===== src/rtl/cwg_pkg.sv =====
package cwg_pkg;
  localparam logic [1:0] LOCK_EXCL   = 2'b01;
  localparam logic [1:0] LOCK_LOCKED = 2'b10;
  localparam logic [1:0] RESP_SLVERR = 2'b10;

  typedef struct packed {
    logic geom;  // four-beat, full-width burst
    logic lock;  // exclusive or locked
  } aw_attr_t;
endpackage


===== src/rtl/cwg_strobe_scan.sv =====
module cwg_strobe_scan #(
  parameter int SB = 8
) (
  input  logic          clk,
  input  logic          rst_n,
  input  logic          beat,
  input  logic          last,
  input  logic [SB-1:0] strb,
  output logic          partial
);
  logic acc_q;
  logic this_partial;

  assign this_partial = (strb != {SB{1'b1}});
  assign partial      = acc_q | this_partial;

  always_ff @(posedge clk or negedge rst_n) begin
    if (!rst_n)               acc_q <= 1'b0;
    else if (beat && last)    acc_q <= 1'b0;
    else if (beat)            acc_q <= partial;
  end
endmodule


===== src/rtl/cwg_track_fifo.sv =====
module cwg_track_fifo import cwg_pkg::*; #(
  parameter int DEPTH = 4
) (
  input  logic     clk,
  input  logic     rst_n,
  input  logic     en,
  input  logic     push,
  input  aw_attr_t attr_in,
  input  logic     wdone,
  input  logic     partial,
  input  logic     pop,
  output logic     full,
  output logic     w_open,
  output logic     head_ready,
  output logic     head_bad,
  output logic     flag_set
);
  localparam int PW   = $clog2(DEPTH);
  localparam int PTRW = PW + 1;

  logic [PTRW-1:0] aw_ptr, w_ptr, b_ptr;
  aw_attr_t        attr_q [DEPTH];
  logic            bad_q  [DEPTH];
  aw_attr_t        w_attr;
  logic            verdict;

  assign full       = ((aw_ptr - b_ptr) == PTRW'(DEPTH));
  assign w_open     = (w_ptr != aw_ptr);
  assign head_ready = (b_ptr != w_ptr);
  assign head_bad   = bad_q[b_ptr[PW-1:0]];
  assign w_attr     = attr_q[w_ptr[PW-1:0]];
  assign verdict    = en && ((w_attr.geom && partial) || w_attr.lock);
  assign flag_set   = wdone && verdict;

  always_ff @(posedge clk or negedge rst_n) begin
    if (!rst_n) begin
      aw_ptr <= '0;
      w_ptr  <= '0;
      b_ptr  <= '0;
      for (int i = 0; i < DEPTH; i++) begin
        attr_q[i] <= '0;
        bad_q[i]  <= 1'b0;
      end
    end else begin
      if (push) begin
        attr_q[aw_ptr[PW-1:0]] <= attr_in;
        aw_ptr <= aw_ptr + 1'b1;
      end
      if (wdone) begin
        bad_q[w_ptr[PW-1:0]] <= verdict;
        w_ptr <= w_ptr + 1'b1;
      end
      if (pop) b_ptr <= b_ptr + 1'b1;
    end
  end


  no_overflow_chk: assert property (@(posedge clk) disable iff (!rst_n)
    (aw_ptr - b_ptr) <= PTRW'(DEPTH));

  order_chk: assert property (@(posedge clk) disable iff (!rst_n)
    (w_ptr - b_ptr) <= (aw_ptr - b_ptr));

  push_room_chk: assert property (@(posedge clk) disable iff (!rst_n)
    push |-> !full);
endmodule


===== src/rtl/cwg_irq.sv =====
module cwg_irq (
  input  logic clk,
  input  logic rst_n,
  input  logic set,
  input  logic clr,
  output logic irq
);
  always_ff @(posedge clk or negedge rst_n) begin
    if (!rst_n)   irq <= 1'b0;
    else if (set) irq <= 1'b1;
    else if (clr) irq <= 1'b0;
  end


  irq_rise_chk: assert property (@(posedge clk) disable iff (!rst_n)
    set |=> irq);

  irq_clear_chk: assert property (@(posedge clk) disable iff (!rst_n)
    (clr && !set) |=> !irq);

  irq_sticky_chk: assert property (@(posedge clk) disable iff (!rst_n)
    (irq && !clr) |=> irq);
endmodule


===== src/rtl/coh_wr_guard.sv =====
module coh_wr_guard import cwg_pkg::*; #(
  parameter int IDW   = 4,
  parameter int AW    = 32,
  parameter int DW    = 64,
  parameter int DEPTH = 4,
  parameter int BEATS = 4
) (
  input  logic            clk,
  input  logic            rst_n,
  input  logic            det_en,
  input  logic            irq_clr,
  output logic            irq,
  input  logic [IDW-1:0]  s_awid,
  input  logic [AW-1:0]   s_awaddr,
  input  logic [3:0]      s_awlen,
  input  logic [2:0]      s_awsize,
  input  logic [1:0]      s_awburst,
  input  logic [1:0]      s_awlock,
  input  logic            s_awvalid,
  output logic            s_awready,
  input  logic [DW-1:0]   s_wdata,
  input  logic [DW/8-1:0] s_wstrb,
  input  logic            s_wlast,
  input  logic            s_wvalid,
  output logic            s_wready,
  output logic [IDW-1:0]  s_bid,
  output logic [1:0]      s_bresp,
  output logic            s_bvalid,
  input  logic            s_bready,
  output logic [IDW-1:0]  m_awid,
  output logic [AW-1:0]   m_awaddr,
  output logic [3:0]      m_awlen,
  output logic [2:0]      m_awsize,
  output logic [1:0]      m_awburst,
  output logic [1:0]      m_awlock,
  output logic            m_awvalid,
  input  logic            m_awready,
  output logic [DW-1:0]   m_wdata,
  output logic [DW/8-1:0] m_wstrb,
  output logic            m_wlast,
  output logic            m_wvalid,
  input  logic            m_wready,
  input  logic [IDW-1:0]  m_bid,
  input  logic [1:0]      m_bresp,
  input  logic            m_bvalid,
  output logic            m_bready
);
  localparam int SB        = DW / 8;
  localparam int SIZE_CODE = $clog2(SB);
  localparam int LEN_CODE  = BEATS - 1;

  logic     full, w_open, head_ready, head_bad, flag_set, partial;
  logic     aw_hs, w_hs, wdone, b_hs;
  aw_attr_t attr;

  // address channel: forwarded, stalled while the queue is full
  assign m_awid    = s_awid;
  assign m_awaddr  = s_awaddr;
  assign m_awlen   = s_awlen;
  assign m_awsize  = s_awsize;
  assign m_awburst = s_awburst;
  assign m_awlock  = s_awlock;
  assign m_awvalid = s_awvalid && !full;
  assign s_awready = m_awready && !full;
  assign aw_hs     = s_awvalid && s_awready;

  assign attr.geom = (s_awlen == 4'(LEN_CODE)) && (s_awsize == 3'(SIZE_CODE));
  assign attr.lock = (s_awlock == LOCK_EXCL) || (s_awlock == LOCK_LOCKED);

  // data channel: forwarded once the burst's address is known
  assign m_wdata  = s_wdata;
  assign m_wstrb  = s_wstrb;
  assign m_wlast  = s_wlast;
  assign m_wvalid = s_wvalid && w_open;
  assign s_wready = m_wready && w_open;
  assign w_hs     = s_wvalid && s_wready;
  assign wdone    = w_hs && s_wlast;

  // response channel: offered once the head burst has a verdict
  assign s_bid    = m_bid;
  assign s_bvalid = m_bvalid && head_ready;
  assign m_bready = s_bready && head_ready;
  assign s_bresp  = (det_en && head_bad) ? RESP_SLVERR : m_bresp;
  assign b_hs     = s_bvalid && s_bready;

  cwg_strobe_scan #(.SB(SB)) u_scan (
    .clk(clk), .rst_n(rst_n), .beat(w_hs), .last(s_wlast),
    .strb(s_wstrb), .partial(partial)
  );

  cwg_track_fifo #(.DEPTH(DEPTH)) u_track (
    .clk(clk), .rst_n(rst_n), .en(det_en), .push(aw_hs), .attr_in(attr),
    .wdone(wdone), .partial(partial), .pop(b_hs), .full(full),
    .w_open(w_open), .head_ready(head_ready), .head_bad(head_bad),
    .flag_set(flag_set)
  );

  cwg_irq u_irq (
    .clk(clk), .rst_n(rst_n), .set(flag_set), .clr(irq_clr), .irq(irq)
  );


  disabled_pass_chk: assert property (@(posedge clk) disable iff (!rst_n)
    (s_bvalid && !det_en) |-> (s_bresp == m_bresp));

  disabled_quiet_chk: assert property (@(posedge clk) disable iff (!rst_n)
    (!det_en && !irq) |=> !irq);
endmodule


===== config.mk =====
export PLATFORM = sky130hd
export DESIGN_NAME = coh_wr_guard
export DESIGN_NICKNAME = d
export VERILOG_FILES = /design/src/rtl/cwg_pkg.sv /design/src/rtl/cwg_strobe_scan.sv /design/src/rtl/cwg_track_fifo.sv /design/src/rtl/cwg_irq.sv /design/src/rtl/coh_wr_guard.sv
export SDC_FILE = /design/constraint.sdc
export NUM_CORES = 1
export LEC_CHECK = 0
export BUFFER_PORTS_ARGS = -buffer_cell sky130_fd_sc_hd__clkbuf_2
export CORE_MARGIN = 8
export CORE_UTILIZATION = 30
export CTS_BUF_LIST = sky130_fd_sc_hd__clkbuf_16
export CTS_CLUSTER_SIZE = 8
export DETAILED_ROUTE_END_ITERATION = 12
export PLACE_DENSITY = 0.84
export SYNTH_ARGS = -nofsm -noshare
export SYNTH_HDL_FRONTEND = slang
export SYNTH_SLANG_ARGS = --single-unit

===== constraint.sdc =====
create_clock -name clk -period 2.4 [get_ports clk]
set_clock_uncertainty 0.05 [all_clocks]
set_input_delay 0.12 -clock clk [delete_from_list [all_inputs] [get_ports clk]]
set_output_delay 0.12 -clock clk [all_outputs]
set_load 0.01 [all_outputs]

Word level (Yosys, flattened, before mapping)
Index checks and enable logic that the tools add are counted.
{ "totals": {"out_inout_bits": 133, "wordCells": 77, "regBits": 23, "in_bits": 136} }
{ "op_classes": {"bitwise": 4, "reduce_logical": 22, "n_addsub": 4, "n_eq_ne": 8, "n_lt_le_gt_ge": 5, "n_mux": 17} }
{ "ops": {"columns": ["op", "n"], "rows": [
  ["$logic_and A1 B1 Y1", 17],
  ["$add A3 B1 Y3 const B", 3],
  ["$ge A3 B3 Y1 const B", 3],
  ["$not A2 Y3", 3],
  ["$bwmux W8", 1],
  ["$mux W2", 4],
  ["$ne A8 B8 Y1 const B", 1],
  ["$mux W1", 7],
  ["$lt A3 B1 Y1 const B", 2],
  ["$ne A3 B3 Y1", 2],
  ["$bmux W2 S2", 1],
  ["$bwmux W4", 1],
  ["$demux W2 S2", 1],
  ["$eq A4 B2 Y1 const B", 1],
  ["$reduce_bool A2 Y1", 2],
  ["$eq A3 B2 Y1 const B", 1],
  ["$eq A3 B3 Y1 const B", 1],
  ["$sub A3 B3 Y3", 1],
  ["$bmux W1 S2", 1],
  ["$demux W1 S2", 1],
  ["$eq A2 B1 Y1 const B", 1],
  ["$eq A2 B2 Y1 const B", 1],
  ["$logic_or A1 B1 Y1", 2],
  ["$logic_not A1 Y1", 1],
  ["$or A1 B1 Y1", 1]
]} }

Depth between registers and ports, before layout
Gate-level depths: netlist (run 1).
{ "logic_depth": {"ltp_word": 9, "depth_mapped": 6, "mapped_depth_nobuf": 6} }

Hierarchy
From an unflattened synthesis (run 1), not the netlist that was laid out.
{ "unflattened": {"cells_unflattened": 254, "area_unflattened_um2": 2321.0} }
{ "by_module_without_submodules": {"columns": ["mod", "n_inst", "cells_per_inst", "area_per_inst_um2"], "rows": [
  ["cwg_track_fifo", 1, 102, 1147.4],
  ["coh_wr_guard", 1, 140, 1049.8],
  ["cwg_strobe_scan", 1, 9, 87.6],
  ["cwg_irq", 1, 3, 36.3]
]} }

Least setup slack after synthesis (run 1)
Ideal clock, no wire load.
{ "synth_path": {"path_kind": "flip-flop to flip-flop", "start": "register u_track.aw_ptr[0]", "end": "register u_track.attr_q[0] in the netlist's numbering", "period_less_slack_ns": 1.786, "setup_ns": 0.125, "required_time_ns": 2.225, "path_stages_with_launch": 7, "path_slack_ns": 0.614, "t_arrival_ns": 1.612, "cell_sequence": "dfrtp_1 -> inv_1 -> ha_1 -> nor2b_1 -> xnor2_1 -> o2111ai_2 -> mux2_2"} }
{ "synth_between": {"elab_chain_cells": 6} }
{ "synth_rtl": {"columns": ["element", "line", "source"], "rows": [
  ["from (decl)", "cwg_track_fifo.sv:21", "logic [PTRW-1:0] aw_ptr, w_ptr, b_ptr;"],
  ["from (signal assigned)", "cwg_track_fifo.sv:47", "aw_ptr <= aw_ptr + 1'b1;"],
  ["$not A2 Y3 (not written as such)", "cwg_track_fifo.sv:46", "attr_q[aw_ptr[PW-1:0]] <= attr_in;"],
  ["$ge A3 B3 Y1 (not written as such) or $lt A3 B1 Y1 (tied branches)", "cwg_track_fifo.sv:46", null],
  ["$logic_and A1 B1 Y1 (not written as such)", "cwg_track_fifo.sv:46", null],
  ["$mux W2 (not written as such)", "cwg_track_fifo.sv:46", null],
  ["$demux W2 S2", "cwg_track_fifo.sv:46", null],
  ["$bwmux W8", "cwg_track_fifo.sv:46", null],
  ["to (signal, indexed assignment)", "cwg_track_fifo.sv:46", null],
  ["to (decl)", "cwg_track_fifo.sv:22", "aw_attr_t attr_q [DEPTH];"]
]} }
Several ways; a longest one is shown, not always the timed one.
A chain may end at the register's enable or synchronous reset.

Worst setup path after layout (run 1)
{ "layout_path": {"start": "register u_track.aw_ptr[0]", "end": "output port m_awvalid"} }
{ "layout_between": {"elab_chain_cells": 4} }
{ "layout_rtl": {"columns": ["element", "line", "source"], "rows": [
  ["$sub A3 B3 Y3", "cwg_track_fifo.sv:27", "assign full = ((aw_ptr - b_ptr) == PTRW'(DEPTH));"],
  ["$eq A3 B3 Y1", "cwg_track_fifo.sv:27", null],
  ["$logic_not A1 Y1", "coh_wr_guard.sv:63", "assign m_awvalid = s_awvalid && !full;"],
  ["$logic_and A1 B1 Y1", "coh_wr_guard.sv:63", null],
  ["to (decl)", "coh_wr_guard.sv:36", "output logic m_awvalid,"]
]} }
No other way between the ends.

==> results of run 1 <==
## logic make-up (layout without fill, tap and decap cells)
kind of cell / Yosys count / count (layout) / synth area share, %
adders and majority gates: 11 / 11 / 5.98
xor gates and xnor gates: 15 / 15 / 5.71
and+or+nand+nor: 24 / 24 / 5.44
buffers and inverters: 135 / 71 / 42.6
AOI/OAI and AO/OA: 15 / 15 / 5.33
muxes: 17 / 17 / 9.95
DFF: 23 / 23 / 25.0
## final timing paths
kind	slack [ps]	startpoint	cells past startpoint	end
max in group asynchronous	1590	rst_n	2	u_track.bad_q[3]
setup / recovery	230	u_track.aw_ptr[0]	7	m_awvalid
hold reg to reg	460	u_track.attr_q[1]	1	u_track.attr_q[1]
hold / removal	110	irq_clr	3	u_irq.irq
min in group asynchronous	330	rst_n	2	u_track.b_ptr[2]
setup reg to reg	370	u_track.aw_ptr[0]	6	u_track.attr_q[6]
## layout by cell type (no fill, tap or decap), drive strengths merged, types with 2 or more instances in the layout
| cell type | netlist | routed |
|---|---|---|
| mux4 | 3 | 3 |
| mux2 | 14 | 14 |
| o2111ai | 4 | 4 |
| xor2 | 2 | 2 |
| inv | 10 | 10 |
| nor2b | 3 | 3 |
| nor3 | 3 | 3 |
| clkbuf | 0 | 59 |
| nand3 | 3 | 3 |
| xnor2 | 13 | 13 |
| a31oi | 5 | 5 |
| dfrtp | 23 | 23 |
| ha | 11 | 11 |
| nand2 | 9 | 9 |
## power by group through the flow
| stage | Combinational, uW | Clock, uW | Sequential (uW) |
|---|---|---|---|
| after floorplan | 911 | 0 | 672 |
| after global placement | 902 | 0 | 728 |
| after detailed placement | 927 | 0 | 750 |
| after CTS | 941 | 365 | 742 |
| after global routing | 1040 | 374 | 763 |
| final | 930 | 359 | 745 |
## stage by stage
stage          util, %  setup slack (ps)  hold slack, ps  power [uW]  cells
2_1_floorplan        -               614            -226        1580    240
3_3_place_gp      23.3               461            80.1        1630    273
3_5_place_dp      23.3               419            92.3        1680    273
4_1_cts           24.5               239             120        2050    278
5_1_grt           24.5              73.6             135        2180    278
6_report          24.5               233             109        2030    278
## worst reg2reg max path, delay by kind of cell (launching register included)
family          cells  cell delay [ps]
flops               1              450
xor+xnor            1              440
mux                 1              320
compound gates      1              230
fa+ha+maj           1              180
simple gates        1              130
buf+inv             1              120
## repair_timing
item	CTS	global route
resized for setup	0	0
hold endpoints to repair	23	0
hold buffers	1	0
## state kept, by name (all words and copies together) (netlist names)
register and flops:
u_irq.irq 1, u_scan.acc_q 1, u_track.attr_q 8, u_track.aw_ptr 3
u_track.b_ptr 3, u_track.bad_q 4, u_track.w_ptr 3
## area by class of cell
type | instances | area [um^2]
Sequential cell | 23 | 576
Tap cell | 102 | 128
Clock inverter | 1 | 5.00
Timing Repair Buffer | 57 | 290
Fill cell | 817 | 5710
Multi-Input combinational cell | 82 | 746
Inverter | 10 | 37.5
Clock buffer | 3 | 75.1
## metal layers
metal  up-vias  GRT usage [%]
met5         -           7.14
met4         4           4.30
met1       559           9.05
met2       171           21.4
li1        538              -
met3        21           13.3
==> metrics.cfg, run 1 <==
[clock_tree]
cts_max_level = 1
cts_buffers = 3
root_buffer = clkbuf_16
numClockSinks = 23
clk_latency_ps = 260
postCtsSetupBuffers = 0
cts.path.max_buffers = 2
clk_pin_slew_worst_paths_ps = 60
cts_tree = yes

[floorplan]
initial_core_util_pct = 30.4
die_height_um = 104
io_pins = 269
die-width_um = 104
num_rows = 32
core_um2 = 7570
die_area_um2 = 10700

[critical_path]
crit_family = flip-flops
worstPathCellList = inv_1, ha_1, nor2b_1, xnor2_1, nor2_1, nor2b_1, clkbuf_2
crit_arrival_ps = 2000
setup.worst_path.start_class = flop
cp_slowest_stage_delay_ps = 450
end_kind = output pin
worst-path-buf-inv = 2
worst-path-max-fanout = 6
path_class = flop to output pin
crit_top_cell = nor2b_1
cp.required_ps = 2230
cpMaxStageDelayCell = dfrtp_1

[sta]
period_share_pct = 90.3
worst-slew-pin-transition_ps = 566
slew_headroom_pct = 62.3
fmax_mhz = 461
hold_viol = 0
drv_slew = 0
fin_crit_ps = 2170
setup_viol = 0
tns_ps = 0
rsz0062_at_grt = no

[place]
finalWeightedCongestion = 0.765
dpl.hpwl_mm = 6.65
place_area_um2 = 1770
portBuffers = 56

[yosys]
syn_area_per_cell_um2 = 9.59
seq_area_frac_synth_pct = 25.0
synth_fp_nets = 387
synthArstFlopShare_pct = 100
ys_top_cells_by_area = buf_4 40%, dfrtp_1 25%, mux2_2 6.9%
synth_area_um2 = 2300
yosysWarnings = 0
synth_cell_types = 30
synth_top_area_share_pct = 40.5
yosysTopAreaCell = buf_4
synthFlopType = dfrtp_1
synth_edf_count = 0
ys_seq_elements = 23
yosysMostFrequentCell = buf_4
synthCells = 240
netlist_top_cells_count = 124 x buf_4, 23 x dfrtp_1, 14 x mux2_2

[route]
vias = 1293
wl_met1_mm = 1.89
drt-total-wl_mm = 7.41
drtAntennaViolNets = 0
drt_iter0_drc = 17
routed_via_density = 4.65
route.detailed.wl_per_inst_um = 26.6
dr.pass1.iters = 4
routed-wl-met2_mm = 3.52
wl_met3_mm = 1.70
drc = 0
top_layer = met5

[pwr]
p_int_uw = 1210
peakVddDrop_mv = 0.562
p_leak_uw = 0.000894
seqPwrFrac_pct = 36.6
pwr-share-clk_pct = 17.7
switchingPower_uw = 823
powerDensity_nw_per_um2 = 1100
swShare_pct = 40.4
combPwrFrac_pct = 45.7

[grt]
grt_antenna_before_repair = 0
grt_first_pass_wirelength_mm = 10.4
grt_usage_pct = 12.8
grt_pass1_vias = 1528
overflow = 0
grt_max_degree = 24

[layout]
layout.nets = 324
diodes = 0
stdcell_area_um2 = 1860
syn2layout_area_growth_pct = -19.3
drive_above_1_share_pct = 44.9

[job]
cap_violations = 0

[status]
run_status = completed

[worst_hold_path]
hp-class = input port to flop

No activity file was read; power rests on OpenSTA's default activity.
==> run 2: changes to the inputs <==
PLACE_DENSITY = 0.83   (was 0.84)
SYNTH_HIERARCHICAL = 1   (was unset)
==> run 2 against run 1 <==
Net effect:
- wire length decreased by 37%
- sequential cell count stayed put
- first-iteration DRC count is 110% higher
- sequential power decreased by 2%
- fmax is 1.4% lower
- critical path type is now flop to flop
==> metrics.cfg, run 2 <==
[yosys]
synth_fa_ha_area_share_pct = 5.93  ; -0.052 points
ys_top_cells_by_area = buf_4 40%, dfrtp_1 25%, ha_1 5.9%
synth_edf_count = 0  ; unchanged
synth_compound_area_share_pct = 3.56  ; -1.8 points
synthArstFlopShare_pct = 100  ; unchanged
muxShareOfSynthArea_pct = 6.74  ; -3.2 points
synth_top_family_by_area = buffers and inverters
synth_cell_types = 30  ; unchanged
yosysTopAreaCell = buf_4
syn_area_per_cell_um2 = 9.14  ; -4.7%
netlist_top_cells_count = 124 x buf_4, 23 x dfrtp_1, 21 x nand2_1
synthCells = 254  ; +5.8%
synthSimpleGateAreaFrac_pct = 11.4  ; +6.0 points
yosysMostFrequentCell = buf_4
ys_seq_elements = 23  ; unchanged
synth_top_area_share_pct = 40.1  ; -0.35 points
synth_xor_area_share_pct = 5.66  ; -0.049 points
synth_fp_nets = 401  ; +3.6%
yosysWarnings = 6  ; +6
seq_area_frac_synth_pct = 24.8  ; -0.22 points
synth_area_um2 = 2320  ; +0.87%
synthFlopType = dfrtp_1

[place]
dpl.hpwl_mm = 3.98  ; -40%
portBuffers = 56  ; unchanged
finalWeightedCongestion = 0.750  ; -1.9%

[floorplan]
die-width_um = 104  ; +0.37%
die_area_um2 = 10800  ; +0.73%
die_height_um = 104  ; +0.37%
initial_core_util_pct = 30.5  ; +0.10 points
core_um2 = 7610  ; +0.53%
num_rows = 32  ; unchanged
io_pins = 269  ; unchanged

[pwr]
peakVddDrop_mv = 0.497  ; -12%
total_power_uw = 1930  ; -5.1%
p_leak_uw = 0.000917  ; +2.6%
powerDensity_nw_per_um2 = 1030  ; -5.8%

[sta]
fmax_mhz = 455  ; -1.4%
hold_ws_ps = 81.6  ; -27.5 ps
period_share_pct = 91.6  ; +1.3 points
fin_crit_ps = 2200  ; +31.3 ps
rsz0062_at_grt = no
slew_headroom_pct = 62.1  ; -0.21 points
tns_ps = 0  ; unchanged
worst-slew-pin-transition_ps = 569  ; +3.14 ps
hold_viol = 0  ; unchanged
drv_slew = 0  ; unchanged
setup_viol = 0  ; unchanged

[critical_path]
cp.required_ps = 2490  ; +260 ps
worst-path-buf-inv = 1  ; -1
setup.worst_path.start_class = flop
cp_slowest_stage_delay_ps = 430  ; -20 ps
worstPathCellList = inv_1, ha_1, nor2b_1, xnor2_1, and3_1, nor2b_2, and2_1, nand2_1, mux2_2
r2r_end = u_track/attr_q[0]
worst-path-max-fanout = 7  ; +1
path_class = flop to flop
r2r_slack_ps = 200  ; -170 ps
r2r_start = u_track/aw_ptr[0]
cpMaxStageDelayCell = dfrtp_1
end_kind = flop
rr_worst_depth = 9  ; +3
crit_arrival_ps = 2290  ; +290 ps
crit_family = simple AND/OR/NAND/NOR gates

[clock_tree]
clk_latency_ps = 260  ; about the same
cts_buffers = 3  ; unchanged
numClockSinks = 23  ; unchanged
cts.path.max_buffers = 2  ; unchanged
cts_tree = yes
cts_max_level = 1  ; unchanged
clk_pin_slew_worst_paths_ps = 60  ; about the same
root_buffer = clkbuf_16

[layout]
syn2layout_area_growth_pct = -19.5
layout_common_cells = 56 x clkbuf_2, 23 x dfrtp_1, 21 x nand2_1, 11 x xnor2_1, 11 x ha_1
largest_register_ffs = 8  ; unchanged
layout_commonest_cell = clkbuf_2
largestRegisters = u_track/attr_q (8), u_track/bad_q (4)
drive_above_1_share_pct = 41.0  ; -3.9 points
layout.nets = 336  ; +3.7%
largest-register = u_track/attr_q
utilization_pct = 24.6  ; +0.035 points
diodes = 0  ; unchanged

[worst_hold_path]
hold_start = irq_clr
hold_depth = 3  ; unchanged
hp-class = input port to flop
min_to = u_irq/irq

[status]
run_status = completed

[route]
dr.pass1.iters = 2  ; -2
routed_via_density = 4.24  ; -8.9%
drtAntennaViolNets = 0  ; unchanged
vias = 1229  ; -4.9%
route.detailed.wl_per_inst_um = 16.0  ; -40%
drt-total-wl_mm = 4.63  ; -37%
drc = 0  ; unchanged
drt_iter0_drc = 35  ; +18

[grt]
grt_antenna_before_repair = 0  ; unchanged
grt_first_pass_wirelength_mm = 7.04  ; -32%
overflow = 0  ; unchanged
grt_usage_pct = 7.91  ; -4.9 points
grt_pass1_vias = 1349  ; -12%
grt_max_degree = 24  ; unchanged

[job]
cap_violations = 0  ; unchanged

-- run 2: worst max-delay path by stage --
stage	slack, ps	startpoint	cells after the start	to
2_1_floorplan	300	u_track/aw_ptr[0]	9	u_track/attr_q[0]
3_3_place_gp	260	u_track/aw_ptr[0]	9	u_track/attr_q[1]
3_5_place_dp	190	u_track/aw_ptr[0]	9	u_track/attr_q[0]
4_1_cts	180	u_track/aw_ptr[0]	9	u_track/attr_q[0]
5_1_grt	30	u_track/aw_ptr[0]	9	u_track/attr_q[0]
6_report	200	u_track/aw_ptr[0]	9	u_track/attr_q[0]
-- run 2: report_power, final --
part	switching, uW	internal, uW
clock network	139	224
registers	191	539
logic	398	438
total	729	1200
-- run 2: cell type report --
type | instances | area [um^2]
timing repair buffer | 57 | 290
clock inverter | 1 | 5.00
tap | 102 | 128
clock buffer | 3 | 75.1
inverter | 6 | 22.5
sequential | 23 | 576
multi-input combinational | 98 | 773
fill | 841 | 5740
-- run 2: repair_timing --
| item | 4_1_cts | 5_1_grt |
|---|---|---|
| hold buffers | 1 | 0 |
| endpoints found under the hold margin | 23 | 0 |
| resized for setup | 0 | 0 |
| setup buffers | 0 | 0 |
-- run 2: routing by layer --
metal  part of all wire, %  wire length [um]  global-route usage, %  vias up
met2                    49              2290                   13.8       92
met1                    31              1440                   6.63      540
li1                      -                 -                      -      561
met3                    14               661                   5.39       36
met5                     0                 0                      0        -
met4                   5.1               235                   4.03        0
-- run 2: cell families (layout without fill, tap and decap cells) --
logic type / Yosys count / count (layout)
xor+xnor: 15 / 15
fa+ha+maj: 11 / 11
flops: 23 / 23
simple gates: 47 / 47
mux: 12 / 12
compound gates: 13 / 13
buf+inv: 133 / 67
-- run 2: worst register-to-register path: cells and delay by family, from the launching register on --
family / cells / cell delay [ps]
xor gates and xnor gates: 1 / 120
muxes: 1 / 300
buffers and inverters: 1 / 110
DFF: 1 / 430
and+or+nand+nor: 5 / 880
adders and majority gates: 1 / 190
-- run 2: metrics by stage --
step	setup slack (ps)	instances	area, um^2
2_1_floorplan	301	254	2320
3_5_place_dp	194	285	1780
3_3_place_gp	262	285	1780
4_1_cts	177	290	1870
5_1_grt	34.6	290	1870
6_report	202	290	1870
==> run 3: changes to the inputs <==
PLACE_DENSITY = 0.73   (was 0.83)
SETUP_SLACK_MARGIN = 0.4   (was unset)
==> run 3 against run 2 <==
Net effect:
- via count rose by 3.9%
- clock-buffer cell count did not move
- register-to-register slack improved by 220 ps
- combinational power rose by 18%
==> metrics.cfg, run 3 (synthesis results as in run 2) <==
[layout]
syn2layout_area_growth_pct = -15.1
multi_input_comb_area_um2 = 807  ; +4.4%
largest_register_ffs = 8  ; unchanged
drive_above_1_share_pct = 49.0  ; +8.0 points
nFillCells = 842  ; +0.12%
largest-register = u_track/attr_q
layout.nets = 344  ; +2.4%
layout_common_cells = 56 x clkbuf_2, 19 x nand2_1, 18 x dfrtp_1, 11 x xnor2_1, 10 x ha_1
seq_area_um2 = 582  ; +1.1%
largestRegisters = u_track/attr_q (8), u_track/bad_q (4)
utilization_pct = 25.9  ; +1.3 points
layout_commonest_cell = clkbuf_2
diodes = 0  ; unchanged

[floorplan]
initial_core_util_pct = 30.5  ; unchanged
die_area_um2 = 10800  ; unchanged
die-width_um = 104  ; unchanged
core_um2 = 7610  ; unchanged
num_rows = 32  ; unchanged
die_height_um = 104  ; unchanged
io_pins = 269  ; unchanged

[route]
drc = 0  ; unchanged
top_layer = met4
drtAntennaViolNets = 0  ; unchanged
wl_met1_mm = 1.44  ; about the same
wl_met3_um = 651  ; -1.5%
route.detailed.wl_per_inst_um = 16.3  ; +2.4%
routed_via_density = 4.29  ; +1.1%
routed-wl-met2_mm = 2.52  ; +10%
drt-total-wl_mm = 4.87  ; +5.2%
drt_iter0_drc = 51  ; +46%
dr.pass1.iters = 3  ; +1
vias = 1277  ; +3.9%

[grt]
grt_usage_pct = 8.52  ; +0.61 points
grt_first_pass_wirelength_mm = 7.48  ; +6.2%
grt_max_degree = 24  ; unchanged
grt_antenna_before_repair = 0  ; unchanged
grt_pass1_vias = 1427  ; +5.8%
overflow = 0  ; unchanged

[critical_path]
r2r_slack_ps = 420  ; +220 ps
setup.worst_path.start_class = flop
worst-path-max-fanout = 6  ; -1
cp_slowest_stage_delay_ps = 470  ; +40 ps
r2r_start = u_track/b_ptr[0]
worstPathCellList = ha_4, nor2b_4, xnor2_1, and3_1, nor2b_2, and2_4, nand2_1, mux2_2
rr_worst_depth = 8  ; -1
cpMaxStageDelayCell = dfrtp_2
crit_arrival_ps = 2070  ; -220 ps
cp.required_ps = 2490  ; about the same
end_kind = flop
path_class = flop to flop
r2r_end = u_track/attr_q[7]

[sta]
slew_headroom_pct = 60.2  ; -1.8 points
fmax_mhz = 506  ; +11%
fin_crit_ps = 1980  ; -222 ps
drv_slew = 0  ; unchanged
period_share_pct = 82.4  ; -9.2 points
tns_ps = 0  ; unchanged
rsz0062_at_grt = yes
hold_viol = 0  ; unchanged
setup_viol = 0  ; unchanged
worst-slew-pin-transition_ps = 597  ; +27.6 ps

[worst_hold_path]
min_to = u_irq/irq
hold_depth = 3  ; unchanged
hold_start = irq_clr
hp-class = input port to flop

[clock_tree]
cts.path.max_buffers = 2  ; unchanged
clk_latency_ps = 260  ; about the same
cts_max_level = 1  ; unchanged
cts_buffers = 3  ; unchanged
numClockSinks = 23  ; unchanged
cts_tree = yes
clk_pin_slew_worst_paths_ps = 60  ; about the same
root_buffer = clkbuf_16

[pwr]
powerDensity_nw_per_um2 = 1060  ; +2.5%
peakVddDrop_mv = 0.335  ; -33%
p_leak_uw = 0.000968  ; +5.5%

[place]
dpl.hpwl_mm = 4.06  ; +1.9%
portBuffers = 56  ; unchanged
finalWeightedCongestion = 0.752  ; +0.27%

[status]
run_status = completed

[job]
cap_violations = 0  ; unchanged

run 3: power by group:
part	switching [uW]	internal, uW	total, uW
registers	186	548	734
clock network	139	223	362
logic	453	537	990
total	778	1310	2090
run 3: final cells by class:
cell class,count,share of cell area (%)
multi-input cells,98,41.0
flip-flops and latches,23,29.5
repair buffers,65,17.8
well taps,102,6.48
clock buffers,3,3.81
inverters,6,1.27
clock inverters,1,0.190
run 3: timing repair:
item                       CTS  global route
resized for setup            4            10
setup endpoints to repair    9            13
setup buffers                0             8
hold endpoints to repair    23             0
pin swaps                    0             3
hold buffers                 1             0
run 3: worst max-delay path: cells and delay by family, from the launching register on:
family        cells  cell delay, ps
simple gates      5             660
xor+xnor          1             150
fa+ha+maj         1             170
mux               1             340
flops             1             470
run 3: routing by layer:
layer	GRT usage (%)	vias up
met3	4.89	37
met1	7.10	566
li1	-	574
met2	14.7	100
met5	0	-
met4	6.41	0
run 3: how the worst max path moves through the flow:
stage / start / endpoint / slack [ps] / cells past startpoint
after CTS: u_track/w_ptr[0] / u_irq/irq / 400 / 4
after global routing: u_track/aw_ptr[0] / u_track/attr_q[6] / 340 / 9
final: u_track/b_ptr[0] / u_track/attr_q[7] / 420 / 8
after global placement: u_track/aw_ptr[0] / u_track/attr_q[1] / 430 / 9
after detailed placement: u_track/aw_ptr[0] / u_track/attr_q[1] / 350 / 9
after floorplan: u_track/aw_ptr[0] / u_track/attr_q[0] / 410 / 9
run 3: through the flow:
stage	std cells	setup slack, ps	cell area [um^2]	hold slack (ps)	total power [uW]
after global placement	285	426	1780	84.7	1550
after global routing	298	343	1970	69.9	2260
after CTS	290	403	1880	61.5	1970
final	298	423	1970	58.6	2090
after floorplan	254	410	2320	-226	1530
after detailed placement	285	354	1780	95.7	1590
